## src/rtl/mtx_remap_pkg.sv

```systemverilog
package mtx_remap_pkg;

  typedef struct packed {
    logic load;
    logic step;
  } ctlStrobe_t;

  typedef enum logic {
    ST_IDLE = 1'b0,
    ST_RUN  = 1'b1
  } runState_t;

  // returns {slowDim, midDim, fastDim}, 0=x 1=y 2=z
  function automatic logic [5:0] orderMap(input logic [2:0] code);
    logic [5:0] m;
    case (code)
      3'd1:    m = {2'd1, 2'd2, 2'd0};
      3'd2:    m = {2'd2, 2'd0, 2'd1};
      3'd3:    m = {2'd0, 2'd2, 2'd1};
      3'd4:    m = {2'd1, 2'd0, 2'd2};
      3'd5:    m = {2'd0, 2'd1, 2'd2};
      default: m = {2'd2, 2'd1, 2'd0};
    endcase
    return m;
  endfunction

  function automatic logic [2:0] skipDecode(input logic [1:0] code);
    logic [2:0] h;
    case (code)
      2'd1:    h = 3'b001;
      2'd2:    h = 3'b010;
      2'd3:    h = 3'b100;
      default: h = 3'b000;
    endcase
    return h;
  endfunction

endpackage

```

## src/rtl/mtx_remap_ctrl.sv

```systemverilog
module mtx_remap_ctrl
  import mtx_remap_pkg::*;
(
  input  logic       clk,
  input  logic       rstN,
  input  logic       start,
  input  logic       outReady,
  input  logic       isLast,
  output ctlStrobe_t ctl,
  output logic       running
);

  runState_t st, stNext;

  always_comb begin
    ctl.load = (st == ST_IDLE) && start;
    ctl.step = (st == ST_RUN) && outReady;
    stNext   = st;
    if (ctl.load) stNext = ST_RUN;
    else if (ctl.step && isLast) stNext = ST_IDLE;
  end

  always_ff @(posedge clk) begin
    if (!rstN) st <= ST_IDLE;
    else       st <= stNext;
  end

  assign running = (st == ST_RUN);

endmodule

```

## src/rtl/mtx_remap_dp.sv

```systemverilog
module mtx_remap_dp
  import mtx_remap_pkg::*;
#(
  parameter int SIZE_W  = 6,
  parameter int OFS_W   = 8,
  parameter int MAX_LEN = 127
) (
  input  logic                clk,
  input  logic                rstN,
  input  ctlStrobe_t          ctl,
  input  logic [SIZE_W-1:0]   sizeX,
  input  logic [SIZE_W-1:0]   sizeY,
  input  logic [SIZE_W-1:0]   sizeZ,
  input  logic [2:0]          orderSel,
  input  logic [2:0]          mirrorSel,
  input  logic [1:0]          skipSel,
  input  logic [OFS_W-1:0]    offsetIn,
  output logic [((OFS_W > 3*SIZE_W) ? OFS_W : 3*SIZE_W):0] index,
  output logic                isLast,
  output logic                clamped
);

  localparam int IDX_W  = ((OFS_W > 3*SIZE_W) ? OFS_W : 3*SIZE_W) + 1;
  localparam int LEN_W  = $clog2(MAX_LEN + 1);
  localparam int STR_W  = 2 * SIZE_W;
  localparam int PROD_W = 3 * SIZE_W;
  localparam int NDIM   = 3;

  // shape as presented at the inputs
  logic [SIZE_W-1:0] sizeIn   [NDIM];
  logic [STR_W-1:0]  strideIn [NDIM];
  logic [STR_W-1:0]  spanX, spanY;
  logic [PROD_W-1:0] prodIn;
  logic              overIn;
  logic [LEN_W-1:0]  lenIn;
  logic [2:0]        skipIn;
  logic [5:0]        mapIn;

  // latched run state
  logic [SIZE_W-1:0] sizeQ   [NDIM];
  logic [SIZE_W-1:0] cntQ    [NDIM];
  logic [SIZE_W-1:0] cntD    [NDIM];
  logic [STR_W-1:0]  strideQ [NDIM];
  logic [1:0]        lvlQ    [NDIM];
  logic [2:0]        mirQ, skipQ;
  logic [OFS_W-1:0]  offQ;
  logic [LEN_W-1:0]  lenQ, elemQ;
  logic              clampQ;
  logic [IDX_W-1:0]  term    [NDIM];

  always_comb begin
    sizeIn[0] = (sizeX == '0) ? SIZE_W'(1) : sizeX;
    sizeIn[1] = (sizeY == '0) ? SIZE_W'(1) : sizeY;
    sizeIn[2] = (sizeZ == '0) ? SIZE_W'(1) : sizeZ;
  end

  assign skipIn = skipDecode(skipSel);
  assign mapIn  = orderMap(orderSel);
  assign prodIn = PROD_W'(sizeIn[0]) * PROD_W'(sizeIn[1]) * PROD_W'(sizeIn[2]);
  assign overIn = prodIn > PROD_W'(MAX_LEN);
  assign lenIn  = overIn ? LEN_W'(MAX_LEN) : prodIn[LEN_W-1:0];

  // a dropped dimension contributes size 1 to slower strides
  assign spanX = skipIn[0] ? STR_W'(1) : STR_W'(sizeIn[0]);
  assign spanY = skipIn[1] ? STR_W'(1) : STR_W'(sizeIn[1]);

  always_comb begin
    strideIn[0] = STR_W'(1);
    strideIn[1] = spanX;
    strideIn[2] = spanX * spanY;
  end

  // nested counter advance, fastest level first
  always_comb begin
    logic carry;
    carry = 1'b1;
    for (int d = 0; d < NDIM; d++) cntD[d] = cntQ[d];
    for (int l = 0; l < NDIM; l++) begin
      if (carry) begin
        if (cntQ[lvlQ[l]] == sizeQ[lvlQ[l]] - SIZE_W'(1)) begin
          cntD[lvlQ[l]] = '0;
        end else begin
          cntD[lvlQ[l]] = cntQ[lvlQ[l]] + SIZE_W'(1);
          carry = 1'b0;
        end
      end
    end
  end

  always_ff @(posedge clk) begin
    if (!rstN) begin
      for (int d = 0; d < NDIM; d++) begin
        sizeQ[d]   <= SIZE_W'(1);
        cntQ[d]    <= '0;
        strideQ[d] <= '0;
        lvlQ[d]    <= 2'(d);
      end
      mirQ   <= '0;
      skipQ  <= '0;
      offQ   <= '0;
      lenQ   <= LEN_W'(1);
      elemQ  <= '0;
      clampQ <= 1'b0;
    end else if (ctl.load) begin
      for (int d = 0; d < NDIM; d++) begin
        sizeQ[d]   <= sizeIn[d];
        cntQ[d]    <= '0;
        strideQ[d] <= strideIn[d];
        lvlQ[d]    <= mapIn[2*d +: 2];
      end
      mirQ   <= mirrorSel;
      skipQ  <= skipIn;
      offQ   <= offsetIn;
      lenQ   <= lenIn;
      elemQ  <= '0;
      clampQ <= overIn;
    end else if (ctl.step) begin
      for (int d = 0; d < NDIM; d++) cntQ[d] <= cntD[d];
      elemQ <= elemQ + LEN_W'(1);
    end
  end

  for (genvar g = 0; g < NDIM; g++) begin : gTerm
    logic [SIZE_W-1:0] eff;
    assign eff     = mirQ[g] ? (sizeQ[g] - SIZE_W'(1) - cntQ[g]) : cntQ[g];
    assign term[g] = skipQ[g] ? '0 : IDX_W'(eff) * IDX_W'(strideQ[g]);
  end

  assign index   = IDX_W'(offQ) + term[0] + term[1] + term[2];
  assign isLast  = (elemQ == lenQ - LEN_W'(1));
  assign clamped = clampQ;

endmodule

```

## src/rtl/mtx_remap_gen.sv

```systemverilog
module mtx_remap_gen
  import mtx_remap_pkg::*;
#(
  parameter int SIZE_W  = 6,
  parameter int OFS_W   = 8,
  parameter int MAX_LEN = 127
) (
  input  logic              clk,
  input  logic              rstN,
  input  logic              start,
  input  logic [SIZE_W-1:0] sizeX,
  input  logic [SIZE_W-1:0] sizeY,
  input  logic [SIZE_W-1:0] sizeZ,
  input  logic [2:0]        orderSel,
  input  logic [2:0]        mirrorSel,
  input  logic [1:0]        skipSel,
  input  logic [OFS_W-1:0]  offsetIn,
  input  logic              outReady,
  output logic              outValid,
  output logic [((OFS_W > 3*SIZE_W) ? OFS_W : 3*SIZE_W):0] outIndex,
  output logic              outLast,
  output logic              cfgClamped
);

  ctlStrobe_t ctl;
  logic       isLast;
  logic       running;

  mtx_remap_ctrl uCtrl (
    .clk      (clk),
    .rstN     (rstN),
    .start    (start),
    .outReady (outReady),
    .isLast   (isLast),
    .ctl      (ctl),
    .running  (running)
  );

  mtx_remap_dp #(
    .SIZE_W  (SIZE_W),
    .OFS_W   (OFS_W),
    .MAX_LEN (MAX_LEN)
  ) uDp (
    .clk       (clk),
    .rstN      (rstN),
    .ctl       (ctl),
    .sizeX     (sizeX),
    .sizeY     (sizeY),
    .sizeZ     (sizeZ),
    .orderSel  (orderSel),
    .mirrorSel (mirrorSel),
    .skipSel   (skipSel),
    .offsetIn  (offsetIn),
    .index     (outIndex),
    .isLast    (isLast),
    .clamped   (cfgClamped)
  );

  assign outValid = running;
  assign outLast  = running && isLast;

endmodule

```

## config.mk

```make
export PLATFORM = sky130hd
export DESIGN_NAME = mtx_remap_gen
export DESIGN_NICKNAME = d
export VERILOG_FILES = /design/src/rtl/mtx_remap_pkg.sv /design/src/rtl/mtx_remap_ctrl.sv /design/src/rtl/mtx_remap_dp.sv /design/src/rtl/mtx_remap_gen.sv
export SDC_FILE = /design/constraint.sdc
export NUM_CORES = 1
export LEC_CHECK = 0
export ABC_AREA = 1
export BUFFER_PORTS_ARGS = -buffer_cell sky130_fd_sc_hd__buf_4
export CORE_MARGIN = 4
export CORE_UTILIZATION = 30
export CTS_BUF_LIST = sky130_fd_sc_hd__clkbuf_16
export DETAILED_ROUTE_END_ITERATION = 10
export SKIP_LAST_GASP = 1
export SYNTH_ARGS = -nofsm -noshare
export SYNTH_HDL_FRONTEND = slang
export SYNTH_SLANG_ARGS = --single-unit
export TNS_END_PERCENT = 10
```

## constraint.sdc

```tcl
create_clock -name clk -period 24.6 [get_ports clk]
set_input_delay 3.69 -clock clk [delete_from_list [all_inputs] [get_ports clk]]
set_output_delay 3.69 -clock clk [all_outputs]
set_load 0.005 [all_outputs]
```

==> results_dict.tcl <==
set metrics [dict create \
    status "finished clean" \
    timing.setup.tns_ns 0 \
    grt_overflow 0 \
    postRouteAntennaNets 0 \
    htree_levels 3 \
    reg2reg_setup_slack_ns 20.22 \
    core-area_um2 51800 \
    period_minus_slack_ns 11.69 \
    grt_first_pass_wirelength_mm 74.7 \
    synth_common_cells "nand2_1, inv_1, nor2_1" \
    intPower_uw 724 \
    synth_edf_count 61 \
    grt.met2_usage 0.257 \
    critPathLaunch "uDp.cntQ[2][0]" \
    grt_antenna_before_repair 1 \
    num_rows 83 \
    grt_use_met1 0.229 \
    max_stage_delay_ns 0.54 \
    dieArea_um2 56600 \
    dp_hpwl_mm 38.0 \
    drv_slew 0 \
    start_util 0.306 \
    avgViaCountPerCell 4.86 \
    drc 0 \
    port_buffers 59 \
    use_met3 0.0265 \
    nNetsFinal 2694 \
    crit_path_max_fanout 10 \
    grt_pass1_vias 14310 \
    wirelength_mm 45.9 \
    sequentialPowerShare 0.128 \
    worstMarginPinSlew_ns 1.29 \
    synth_area_leader_cell "fa_1" \
    cp_slowest_cell "fa_1" \
    critPathKind "flip-flop to output pin" \
    postCtsHoldBufs 0 \
    drive_above_1_share 0.0533 \
    area_growth_pct 9.28 \
    critPathArrivalTime_ns 8.00 \
    peakVddDrop_v 0.000131 \
    endpoint_kind "output pin" \
    cts_tree "done" \
    ys_seq_area_frac 0.153 \
    p_sw_uw 835 \
    post-cts-setup-buffer-count 0 \
    drt-initial-drc-count 964 \
    die_h_um 238 \
    cts_buffers 9 \
    r2r_end "uDp.cntQ[0][1]" \
    die_w_um 238 \
    reg2reg_from "uDp.lvlQ[0][1]" \
    syn_inst 2303 \
    ys_types 47 \
    maxCapViolations 0 \
    avgSynthCellArea_um2 6.88 \
    setup_viol_count_final 0 \
    yosysWarnings 0 \
    grt_busiest_layer "met2" \
    reg2regPathDepth 18 \
    cp-start-kind "flip-flop" \
    synthArstFlopShare 0 \
    antenna_cells 0 \
    grt_start_max_net_pins 58 \
    syn_area_um2 15900 \
    yosys-top-cells-area "fa_1, nand2_1, ha_1" \
    clock_skew_ns 0.0153 \
    cts_root_buf "clkbuf_16" \
    ioPinCount 60 \
    clock_latency_ns 0.39 \
    required_ns 20.91 \
    multiInputGateArea_um2 11500 \
    ys_ff_latch 91 \
    synth_nets 2657 \
    post_cts_resized 0 \
    synth_top_area_frac 0.189 \
    grt.total_usage 0.163 \
    crit_top_cell "nand2_1" \
    drt-wirelength-per-cell_um 15.2 \
    seq_area_um2 2430 \
    ys.flop_type "edfxtp_1" \
    firstDrtPassIters 6 \
    hold_viol_final 0 \
    pwr-share-clk 0.104 \
    power_frac_comb 0.768 \
    swShare 0.535 \
    p_per_area_nw_per_um2 90.0 \
    hp-class "flip-flop to flip-flop" \
    via_count 14692 \
    timing.final.ws_setup_ns 12.91 \
    cp-endpoint "outIndex[17]" \
    p_leak_nw 9.30 \
    rsz0062_at_grt "false" \
    finalCritPeriodShare 0.475 \
    synth.most_common_cell "nand2_1" \
    clockBufferDepth 2 \
    post-place-ws_ns 13.35 \
    clock.fmax_mhz 85.5 \
    slew_headroom 0.139 \
    clkSinkCount 91 \
    fillers 5543 \
    clkTransAtPathRegs_ns 0.08 \
    gp_congestion 0.985 \
]
-- kinds of logic after synthesis --
logic type,after synthesis,share of synthesized area
compound gates,232,0.0822
xor+xnor,58,0.0320
fa+ha+maj,316,0.320
buf+inv,498,0.121
flops,91,0.153
simple gates,1108,0.291
-- power by group through the flow --
stage               logic, mW  clock network (mW)  registers [mW]
global route             1.41               0.171           0.201
detailed placement       1.20                   0           0.202
CTS                      1.22               0.165           0.199
finish                   1.20               0.162           0.200
floorplan               0.908                   0           0.191
global placement         1.20                   0           0.202
-- metrics by stage --
stage / hold WS, ns / area, um2 / cells / util / power (mW)
4_1_cts: 0.476 / 17300 / 3025 / 0.334 / 1.58
2_1_floorplan: 0.448 / 15900 / 2303 / - / 1.10
5_1_grt: 0.489 / 17300 / 3025 / 0.334 / 1.78
3_5_place_dp: 0.458 / 17000 / 3009 / 0.328 / 1.41
6_report: 0.470 / 17300 / 3025 / 0.334 / 1.56
3_3_place_gp: 0.455 / 17000 / 3009 / 0.328 / 1.40
-- cell usage in the layout, fill, tap and decap left out, types with 43 or more instances in the layout --
cell / instances
nand2_1: 608
inv_1: 452
nor2_1: 279
ha_1: 166
fa_1: 150
nand3_1: 130
a21oi_1: 94
o21ai_0: 85
buf_4: 64
edfxtp_1: 61
xor2_1: 43
-- area by class of cell --
type                       instances  share of cell area
clock buffer                       9              0.0130
clock inverter                     7             0.00563
inverter                         460              0.0997
multi-input combinational       1714               0.664
sequential                        91               0.140
tap                              680              0.0491
timing repair buffer              64              0.0277
-- per-layer routing --
| layer | vias up | routed length [um] |
|---|---|---|
| li1 | 7254 | - |
| met1 | 6867 | 21100 |
| met2 | 475 | 20400 |
| met3 | 94 | 2900 |
| met4 | 2 | 1460 |
| met5 | - | 13 |
-- state kept, by name (all words and copies together), names as in the netlist --
signal         count
uDp.strideQ       19
uDp.cntQ          18
uDp.sizeQ         18
uDp.offQ           8
uDp.elemQ          7
uDp.lenQ           7
uDp.lvlQ           6
uDp.mirQ           3
uDp.skipQ          3
uCtrl.running      1
uDp.clamped        1
-- worst max-delay path: cells and delay by family (launching register included) --
kind                       cells  cell delay (ns)
xor gates and xnor gates       2             0.28
and+or+nand+nor                9             1.03
AOI/OAI and AO/OA             10             1.82
buffers and inverters          5             0.76
adders and majority gates      9             3.34
DFF                            1             0.39
-- worst min path at each step --
stage	start	to	slack [ns]	cells past startpoint
floorplan	uDp.clamped	uDp.clamped	0.45	2
global placement	uDp.clamped	uDp.clamped	0.45	2
detailed placement	uDp.clamped	uDp.clamped	0.46	2
CTS	uDp.clamped	uDp.clamped	0.48	2
global route	uDp.clamped	uDp.clamped	0.49	2
finish	uDp.clamped	uDp.clamped	0.47	2
(Power assumes the default switching activity.)
